<file path="config.mk">
export PLATFORM = sky130hd
export DESIGN_NAME = ext_reg_window
export DESIGN_NICKNAME = d
export VERILOG_FILES = /design/src/rtl/xwin_pkg.sv /design/src/rtl/xwin_ctrl.sv /design/src/rtl/xwin_bank.sv /design/src/rtl/xwin_rdport.sv /design/src/rtl/ext_reg_window.sv
export SDC_FILE = /design/constraint.sdc
export NUM_CORES = 1
export LEC_CHECK = 0
export BUFFER_PORTS_ARGS = -buffer_cell sky130_fd_sc_hd__buf_4
export CAP_MARGIN = 20
export CORE_ASPECT_RATIO = 1.75
export CORE_MARGIN = 3
export CORE_UTILIZATION = 40
export CTS_BUF_LIST = sky130_fd_sc_hd__clkbuf_16
export DETAILED_ROUTE_END_ITERATION = 10
export GPL_TIMING_DRIVEN = 0
export SLEW_MARGIN = 10
export SYNTH_ARGS = -nofsm -noshare
export SYNTH_HDL_FRONTEND = slang
export SYNTH_SLANG_ARGS = --single-unit
</file>
<file path="constraint.sdc">
create_clock -name clk -period 1.9 [get_ports clk]
set_input_delay 0.285 -clock clk [delete_from_list [all_inputs] [get_ports clk]]
set_output_delay 0.285 -clock clk [all_outputs]
set_load 0.02 [all_outputs]
</file>
<file path="src/rtl/xwin_pkg.sv">
package xwin_pkg;

    parameter int DATA_W      = 8;
    parameter int EXT_AW      = 5;
    parameter int HOST_AW     = 2;
    parameter int MODE_W      = 2;
    parameter int WINDOW_MODE = 3;
    parameter int IDX_LOC     = 0;
    parameter int WIN_LOC     = 1;
    parameter int LOW_LAST    = 17;
    parameter int EXTRA_SLOT  = 25;

    localparam int EXT_SLOTS = 1 << EXT_AW;

    // Window control byte in address mode; the field order is what the host decodes.
    typedef struct packed {
        logic [3:0] num_lo;
        logic       swap;
        logic       num_hi;
        logic       rsvd;
        logic       hold;
    } win_ctl_t;

    typedef struct packed {
        logic               wr;
        logic               rd;
        logic [HOST_AW-1:0] addr;
        logic [DATA_W-1:0]  data;
    } host_req_t;

    function automatic logic [EXT_AW-1:0] ctl_target(input win_ctl_t c);
        return {c.num_hi, c.num_lo};
    endfunction

    function automatic logic slot_present(input int unsigned n);
        return (n <= LOW_LAST) || (n == EXTRA_SLOT);
    endfunction

endpackage

</file>
<file path="src/rtl/xwin_ctrl.sv">
module xwin_ctrl
    import xwin_pkg::*;
#(
    parameter int DW = DATA_W,
    parameter int MW = MODE_W,
    parameter int AW = EXT_AW
) (
    input  logic          clk,
    input  logic          rst,
    input  host_req_t     req,
    input  logic [MW-1:0] mode,
    output win_ctl_t      ctl_q,
    output logic [DW-1:0] idx_q,
    output logic          data_mode,
    output logic          ext_wr,
    output logic [AW-1:0] ext_sel
);
    localparam logic [MW-1:0]      WIN_MODE_V = WINDOW_MODE[MW-1:0];
    localparam logic [HOST_AW-1:0] IDX_V      = IDX_LOC[HOST_AW-1:0];
    localparam logic [HOST_AW-1:0] WIN_V      = WIN_LOC[HOST_AW-1:0];

    logic idx_hit;
    logic win_hit;
    win_ctl_t wr_ctl;

    assign idx_hit   = (req.addr == IDX_V);
    assign win_hit   = (req.addr == WIN_V);
    assign data_mode = ctl_q.swap && (mode == WIN_MODE_V);
    assign ext_wr    = req.wr && win_hit && data_mode;
    assign ext_sel   = ctl_target(ctl_q);

    always_comb begin
        wr_ctl      = win_ctl_t'(req.data);
        wr_ctl.rsvd = 1'b0;
    end

    always_ff @(posedge clk) begin
        if (rst) begin
            ctl_q <= '0;
            idx_q <= '0;
        end else if (req.wr && idx_hit) begin
            idx_q      <= req.data;
            ctl_q.swap <= 1'b0;
        end else if (req.wr && win_hit && !data_mode) begin
            ctl_q <= wr_ctl;
        end
    end

    assert_idx_drops_swap_R6: assert property (@(posedge clk) disable iff (rst)
        (req.wr && idx_hit) |=> !ctl_q.swap);

    assert_data_wr_keeps_ctl_R5: assert property (@(posedge clk) disable iff (rst)
        ext_wr |=> $stable(ctl_q));

    assert_plain_mode_stores_flag_R9: assert property (@(posedge clk) disable iff (rst)
        (req.wr && win_hit && mode != WIN_MODE_V) |=> (ctl_q.swap == $past(req.data[3])));

endmodule

</file>
<file path="src/rtl/xwin_bank.sv">
module xwin_bank
    import xwin_pkg::*;
#(
    parameter int DW = DATA_W,
    parameter int AW = EXT_AW
) (
    input  logic          clk,
    input  logic          rst,
    input  logic          wr_en,
    input  logic [AW-1:0] sel,
    input  logic [DW-1:0] wdata,
    output logic [DW-1:0] rd_val
);
    localparam int SLOTS = 1 << AW;

    logic [DW-1:0] slot_val [SLOTS];

    for (genvar i = 0; i < SLOTS; i++) begin : g_slot
        if ((i <= LOW_LAST) || (i == EXTRA_SLOT)) begin : g_real
            logic [DW-1:0] cell_q;
            always_ff @(posedge clk) begin
                if (rst) begin
                    cell_q <= '0;
                end else if (wr_en && (sel == AW'(i))) begin
                    cell_q <= wdata;
                end
            end
            assign slot_val[i] = cell_q;
        end else begin : g_hole
            assign slot_val[i] = '0;
        end
    end

    assign rd_val = slot_val[sel];

endmodule

</file>
<file path="src/rtl/xwin_rdport.sv">
module xwin_rdport
    import xwin_pkg::*;
#(
    parameter int DW = DATA_W,
    parameter int AW = EXT_AW
) (
    input  logic               clk,
    input  logic               rst,
    input  logic               rd,
    input  logic [HOST_AW-1:0] addr,
    input  logic [DW-1:0]      idx_q,
    input  win_ctl_t           ctl_q,
    input  logic               data_mode,
    input  logic [AW-1:0]      ext_sel,
    input  logic [DW-1:0]      ext_val,
    output logic [DW-1:0]      rd_data
);
    localparam logic [HOST_AW-1:0] IDX_V = IDX_LOC[HOST_AW-1:0];
    localparam logic [HOST_AW-1:0] WIN_V = WIN_LOC[HOST_AW-1:0];

    logic [DW-1:0] rd_next;
    logic          win_rd;

    assign win_rd = (addr == WIN_V);

    always_comb begin
        rd_next = '0;
        if (addr == IDX_V) begin
            rd_next = idx_q;
        end else if (win_rd) begin
            rd_next = data_mode ? ext_val : DW'(ctl_q);
        end
    end

    always_ff @(posedge clk) begin
        if (rst) begin
            rd_data <= '0;
        end else if (rd) begin
            rd_data <= rd_next;
        end
    end

    assert_rd_holds_R11: assert property (@(posedge clk) disable iff (rst)
        !rd |=> $stable(rd_data));

    assert_rsvd_reads_zero_R3: assert property (@(posedge clk) disable iff (rst)
        (rd && win_rd && !data_mode) |=> (rd_data[1] == 1'b0));

    assert_hole_reads_zero_R8: assert property (@(posedge clk) disable iff (rst)
        (rd && win_rd && data_mode && !slot_present(int'(ext_sel))) |=> (rd_data == '0));

endmodule

</file>
<file path="src/rtl/ext_reg_window.sv">
module ext_reg_window
    import xwin_pkg::*;
#(
    parameter int DW  = DATA_W,
    parameter int HAW = HOST_AW,
    parameter int MW  = MODE_W,
    parameter int XAW = EXT_AW
) (
    input  logic           clk,
    input  logic           rst,
    input  logic [MW-1:0]  mode_sel,
    input  logic [HAW-1:0] host_addr,
    input  logic [DW-1:0]  host_wdata,
    input  logic           host_wr,
    input  logic           host_rd,
    output logic [DW-1:0]  host_rdata,
    output logic           capture_hold
);
    host_req_t      req;
    win_ctl_t       ctl_q;
    logic [DW-1:0]  idx_q;
    logic           data_mode;
    logic           ext_wr;
    logic [XAW-1:0] ext_sel;
    logic [DW-1:0]  ext_val;

    assign req = '{wr: host_wr, rd: host_rd, addr: host_addr, data: host_wdata};

    xwin_ctrl #(.DW(DW), .MW(MW), .AW(XAW)) u_ctrl (
        .clk       (clk),
        .rst       (rst),
        .req       (req),
        .mode      (mode_sel),
        .ctl_q     (ctl_q),
        .idx_q     (idx_q),
        .data_mode (data_mode),
        .ext_wr    (ext_wr),
        .ext_sel   (ext_sel)
    );

    xwin_bank #(.DW(DW), .AW(XAW)) u_bank (
        .clk    (clk),
        .rst    (rst),
        .wr_en  (ext_wr),
        .sel    (ext_sel),
        .wdata  (host_wdata),
        .rd_val (ext_val)
    );

    xwin_rdport #(.DW(DW), .AW(XAW)) u_rdport (
        .clk       (clk),
        .rst       (rst),
        .rd        (host_rd),
        .addr      (host_addr),
        .idx_q     (idx_q),
        .ctl_q     (ctl_q),
        .data_mode (data_mode),
        .ext_sel   (ext_sel),
        .ext_val   (ext_val),
        .rd_data   (host_rdata)
    );

    assign capture_hold = ctl_q.hold;

    assert_hold_follows_write_R10: assert property (@(posedge clk) disable iff (rst)
        (host_wr && host_addr == HAW'(WIN_LOC) && !data_mode)
            |=> (capture_hold == $past(host_wdata[0])));

endmodule

</file>
=== After elaboration in Yosys (flattened, before gate mapping) ===
Index checks and enable logic that the tools add are counted.

* Logic and storage cells: 83
* Flip-flop bits (word level): 175
* Output and inout port bits: 9
* Input bits: 16

* Equal/unequal tests: 20
* Order comparisons: 1
* Multiplexer cells: 6
* Bitwise logic cells: 2
* Reductions and logical operators: 29

{| class="wikitable"
|+ Operators with widths
! cell !! number
|-
| binary-select mux 8 bit (select 5 bit) || 1
|-
| == test 5 x 4 -> 1 bit (second input constant) || 8
|-
| 2-to-1 mux 8 bit || 5
|-
| logical AND 1 bit || 24
|-
| == test 5 x 3 -> 1 bit (second input constant) || 4
|-
| == test 5 bit (second input constant) || 3
|-
| == test 5 x 2 -> 1 bit (second input constant) || 2
|-
| >= comparator 6 bit (second input constant) || 1
|-
| NOT 5 -> 6 bit || 1
|-
| == test 5 x 1 -> 1 bit (second input constant) || 1
|-
| logical NOT 5 bit || 1
|-
| == test 2 x 1 -> 1 bit (second input constant) || 1
|-
| == test 2 bit (second input constant) || 1
|-
| logical NOT 2 bit || 1
|-
| AND reduction 2 bit || 1
|-
| OR reduction 2 bit || 1
|-
| logical NOT 1 bit || 1
|-
| NOT 1 bit || 1
|}

=== Depth between registers and ports, before layout ===
* Word-level depth: 7
* Gate-level depth with buffers: 8
* Gate-level depth less buffers: 5

=== Hierarchy ===
From an unflattened synthesis, not the netlist that was laid out.

* Cells, all modules: 955
* Area total of the unflattened synthesis: 8,434.3 um^2

{| class="wikitable"
|+ By module, submodules not included
! module !! seq. area each (um^2) !! area each (um^2) !! cells each !! instances
|-
| xwin_bank || 3,042.9 || 7,194.4 || 839 || 1
|-
| xwin_ctrl || 300.3 || 674.4 || 69 || 1
|-
| xwin_rdport || 160.2 || 565.5 || 47 || 1
|}

=== Worst setup path before layout ===
No wires, ideal clock.

* Path kind: reg2reg
* From: register, netlist name u_ctrl.ctl_q[5]
* To: register u_rdport.rd_data[6]
* Library setup time: 0.134 ns
* Period minus slack after synthesis: 1.742 ns
* Buffers on the path: 1
* Data required time: 1.766 ns
* Cell stages (with the launch flop): 6
* Slack: 0.158 ns
* Arrival time: 1.608 ns
* Cells stage by stage: dfxtp_1 -> buf_6 -> mux4_2 -> a22o_1 -> a2111oi_0 -> o22ai_1

* Cells in the longest elaborated chain, start to end: 7

{| class="wikitable"
|+ RTL lines
! element !! line !! text
|-
| NOT 5 -> 6 bit (not written as such) || xwin_bank.sv:34 || <nowiki>assign rd_val = slot_val[sel];</nowiki>
|-
| binary-select mux 8 bit (select 5 bit) || xwin_bank.sv:34 ||
|-
| 2-to-1 mux 8 bit (not written as such) (2 in a row) || xwin_bank.sv:34 ||
|-
| 2-to-1 mux 8 bit || xwin_rdport.sv:31 || <nowiki>rd_next = data_mode ? ext_val : DW'(ctl_q);</nowiki>
|-
| 2-to-1 mux 8 bit || xwin_rdport.sv:30 || <nowiki>end else if (win_rd) begin</nowiki>
|-
| 2-to-1 mux 8 bit || xwin_rdport.sv:28 || <nowiki>if (addr == IDX_V) begin</nowiki>
|-
| end signal, assigned || xwin_rdport.sv:39 || <nowiki>rd_data <= rd_next;</nowiki>
|-
| end, declared || xwin_rdport.sv:16 || <nowiki>output logic [DW-1:0] rd_data</nowiki>
|}

No other way between the ends. The select of a mux whose other input is x is not followed.
A chain may end at the register's enable or synchronous reset.

=== Worst setup path after layout ===
* From: register, netlist name u_ctrl.ctl_q[5]
* To: register u_rdport.rd_data[0]

* Cells in the longest elaborated chain, start to end: 7

{| class="wikitable"
|+ RTL lines
! element !! line
|-
| NOT 5 -> 6 bit (not written as such) || xwin_bank.sv:34
|-
| binary-select mux 8 bit (select 5 bit) || xwin_bank.sv:34
|-
| 2-to-1 mux 8 bit (not written as such) (2 in a row) || xwin_bank.sv:34
|-
| 2-to-1 mux 8 bit || xwin_rdport.sv:31
|-
| 2-to-1 mux 8 bit || xwin_rdport.sv:30
|-
| 2-to-1 mux 8 bit || xwin_rdport.sv:28
|}

No other way between the ends. The select of a mux whose other input is x is not followed.

==> impl_metrics.py <==
metrics = {
    "grt": {
        "grt_max_degree": 17,
        "overflow": 0,
        "grt_pass1_wl_um": 41900,
        "antenna_found_initial": 0,
        "grt_pass1_vias": 6939,
        "grt_usage_pct": 25.4,
    },
    "critical_path": {
        "path_class": "reg2reg",
        "crit_arrival_ns": 2.46,
        "crit_path_max_fanout": 5,
        "worstPathRequired_ns": 2.18,
        "rr_worst_depth": 7,
        "crit_path_start_kind": "register",
        "end_kind": "register",
    },
    "clock_network": {
        "numCtsBuffers": 17,
        "clk_path_buf_depth": 2,
        "cts.hold.buffers_added": 0,
        "tritoncts": "done",
        "cts_sinks": 175,
        "clock_latency_ns": 0.45,
        "htreeDepth": 4,
        "clkTransAtPathRegs_ns": 0.07,
        "cts_root_buf": "clkbuf_16",
    },
    "drt": {
        "postRouteAntennaNets": 0,
        "vias": 7148,
        "drt-initial-drc-count": 531,
        "viasPerCell": 5.77,
        "wl_um": 28600,
        "first_pass_iters": 6,
        "route.detailed.drc": 0,
        "wl_per_cell_um": 23.1,
    },
    "sta": {
        "worst_slack_ns": -0.281,
        "tightest_slew_ns": 0.877,
        "rsz0062_at_grt": "true",
        "finalCritPeriodShare_pct": 115,
        "period_needed_ns": 2.18,
        "max_freq_mhz": 459,
        "report.final.slew_viol_count": 0,
        "clock-skew-final_ns": 0.0104,
        "slew_headroom_pct": 41.5,
        "hold_viol": 0,
        "finalSetupViolCount": 24,
    },
    "finish": {
        "synthToLayoutAreaGrowth_pct": 22.4,
        "layout_commonest_cell": "nand2_1",
        "n_antenna_cell": 0,
        "final_cell_mix": "nand2_1, dfxtp_1, a21oi_1, mux2i_1, nor2_1",
        "layout-drive-gt1-share_pct": 20.4,
        "stdcell_area_um2": 9870,
        "utilization_pct": 50.0,
        "nets": 998,
    },
    "floorplan": {
        "die_width_um": 113,
        "rows": 68,
        "dieArea_um2": 22000,
        "start_util_pct": 40.9,
        "core_region_area_um2": 19700,
        "ios": 25,
        "die_y_um": 194,
    },
    "synth": {
        "ys_ff_latch": 175,
        "synth.distinct_cells": 60,
        "synthFlopType": "dfxtp_1",
        "synth_area_um2": 8070,
        "avgSynthCellArea_um2": 8.69,
        "postSynth.asyncResetShare_pct": 0,
        "synth_cells": 928,
        "synth.yosys.seq_area_share_pct": 43.4,
        "synth_edf_count": 0,
        "syn-num-nets": 944,
        "yosys_warnings": 0,
    },
    "hold_path": {
        "hold-path-cell-count": 3,
        "worstHoldPathType": "in2reg",
    },
    "status": {
        "violations": "negative setup slack",
        "run_status": "finished, violations left",
    },
    "power": {
        "power_density_nw_per_um2": 800,
        "power_mw": 7.90,
        "ir_worst_vdd_v": 0.000662,
        "power_leakage_nw": 3.11,
    },
    "placed_design": {
        "portBuffers": 22,
        "placed_area_um2": 8540,
        "routabilityCongestion": 0.946,
        "dp_hpwl_um": 19900,
    },
    "run": {
        "cap_viol_max_count": 0,
    },
}
## registers in the layout, indices dropped and copies added (netlist names)
signal,cells
u_bank.g_slot.g_real.cell_q,152
u_ctrl.ctl_q,7
u_ctrl.idx_q,8
u_rdport.rd_data,8
## layer usage
metal	wire length, µm	track usage [%]
met4	2380	18.9
met1	10300	27.3
met5	0	0
met3	1490	4.09
met2	14400	43.8
## cell type report
| cell class | count | area (µm²) |
|---|---|---|
| fillers | 1832 | 9870 |
| multi-input cells | 673 | 4530 |
| flip-flops and latches | 175 | 3510 |
| plain buffers | 71 | 478 |
| repair buffers | 44 | 453 |
| clock buffers | 17 | 425 |
| well taps | 245 | 307 |
| clock inverters | 14 | 169 |
## where the power goes
part           switching, mW  internal (mW)
combinational          0.392          0.187
sequential            0.0129           3.68
clock                   1.57           2.06
## synth_stat cells, types with 4 or more instances
cell type	number	area share, %
o21ai_0	17	1.1
nand2b_1	4	0.31
a21oi_1	121	7.5
buf_2	13	0.81
dfxtp_1	175	43
or3_1	4	0.31
clkbuf_1	52	2.4
a211oi_1	4	0.37
or2_2	8	0.62
mux2i_1	91	11
nor2_1	70	3.3
o211ai_1	7	0.65
mux2_2	6	0.84
nand4_1	4	0.31
o22ai_1	6	0.47
nor2b_1	11	0.85
and3_1	4	0.31
mux4_2	16	4.5
nand3_1	9	0.56
buf_4	6	0.56
nand2_1	229	11
a31oi_1	5	0.39
buf_6	5	0.70
## path summary, 6_finish.rpt
check	start	end	slack, ns
worst min-delay path	host_wdata[4]	u_bank.g_slot[0].g_real.cell_q[4]$_SDFFE_PP0P_	0.09
worst max-delay path	u_ctrl.ctl_q[5]$_SDFFE_PP0P_	u_rdport.rd_data[0]$_SDFFE_PP0P_	-0.28
worst min register to register	u_bank.g_slot[13].g_real.cell_q[7]$_SDFFE_PP0P_	u_bank.g_slot[13].g_real.cell_q[7]$_SDFFE_PP0P_	0.45
worst max register to register	u_ctrl.ctl_q[5]$_SDFFE_PP0P_	u_rdport.rd_data[0]$_SDFFE_PP0P_	-0.28
## stage by stage
stage	cells	setup WS [ns]	TNS [ns]	hold WS, ns
after floorplan	928	0.158	0	0.428
after global placement	1195	-0.853	-13.36	0.435
after detailed placement	1195	-0.883	-13.83	0.443
after CTS	1232	-0.258	-3.26	0.0926
after global routing	1239	-0.318	-5.24	0.119
final	1239	-0.281	-3.73	0.0860
## critical path: stages, from the launching register on
cell and delay, ns:
dfxtp_4 0.36, buf_12 0.14, buf_12 0.13, mux2i_4 0.26
o22ai_2 0.13, or4_4 0.55, a221oi_4 0.32, o32ai_1 0.13
## what timing repair did
| action | 4_1_cts | 5_1_grt |
|---|---|---|
| endpoints found under the setup margin | 114 | 111 |
| buffers inserted | 11 | 9 |
| gates resized for setup | 80 | 48 |
| pin swaps | 19 | 20 |
| endpoints found under the hold margin | 0 | 0 |
| gates cloned | 1 | 1 |
## cells by family after synthesis
kind of cell           Yosys count  share of synthesized area (%)
AOI/OAI and AO/OA              186                           13.2
buffers and inverters           80                           5.15
DFF                            175                           43.4
muxes                          113                           16.6
and+or+nand+nor                374                           21.6
(Power assumes the default switching activity.)
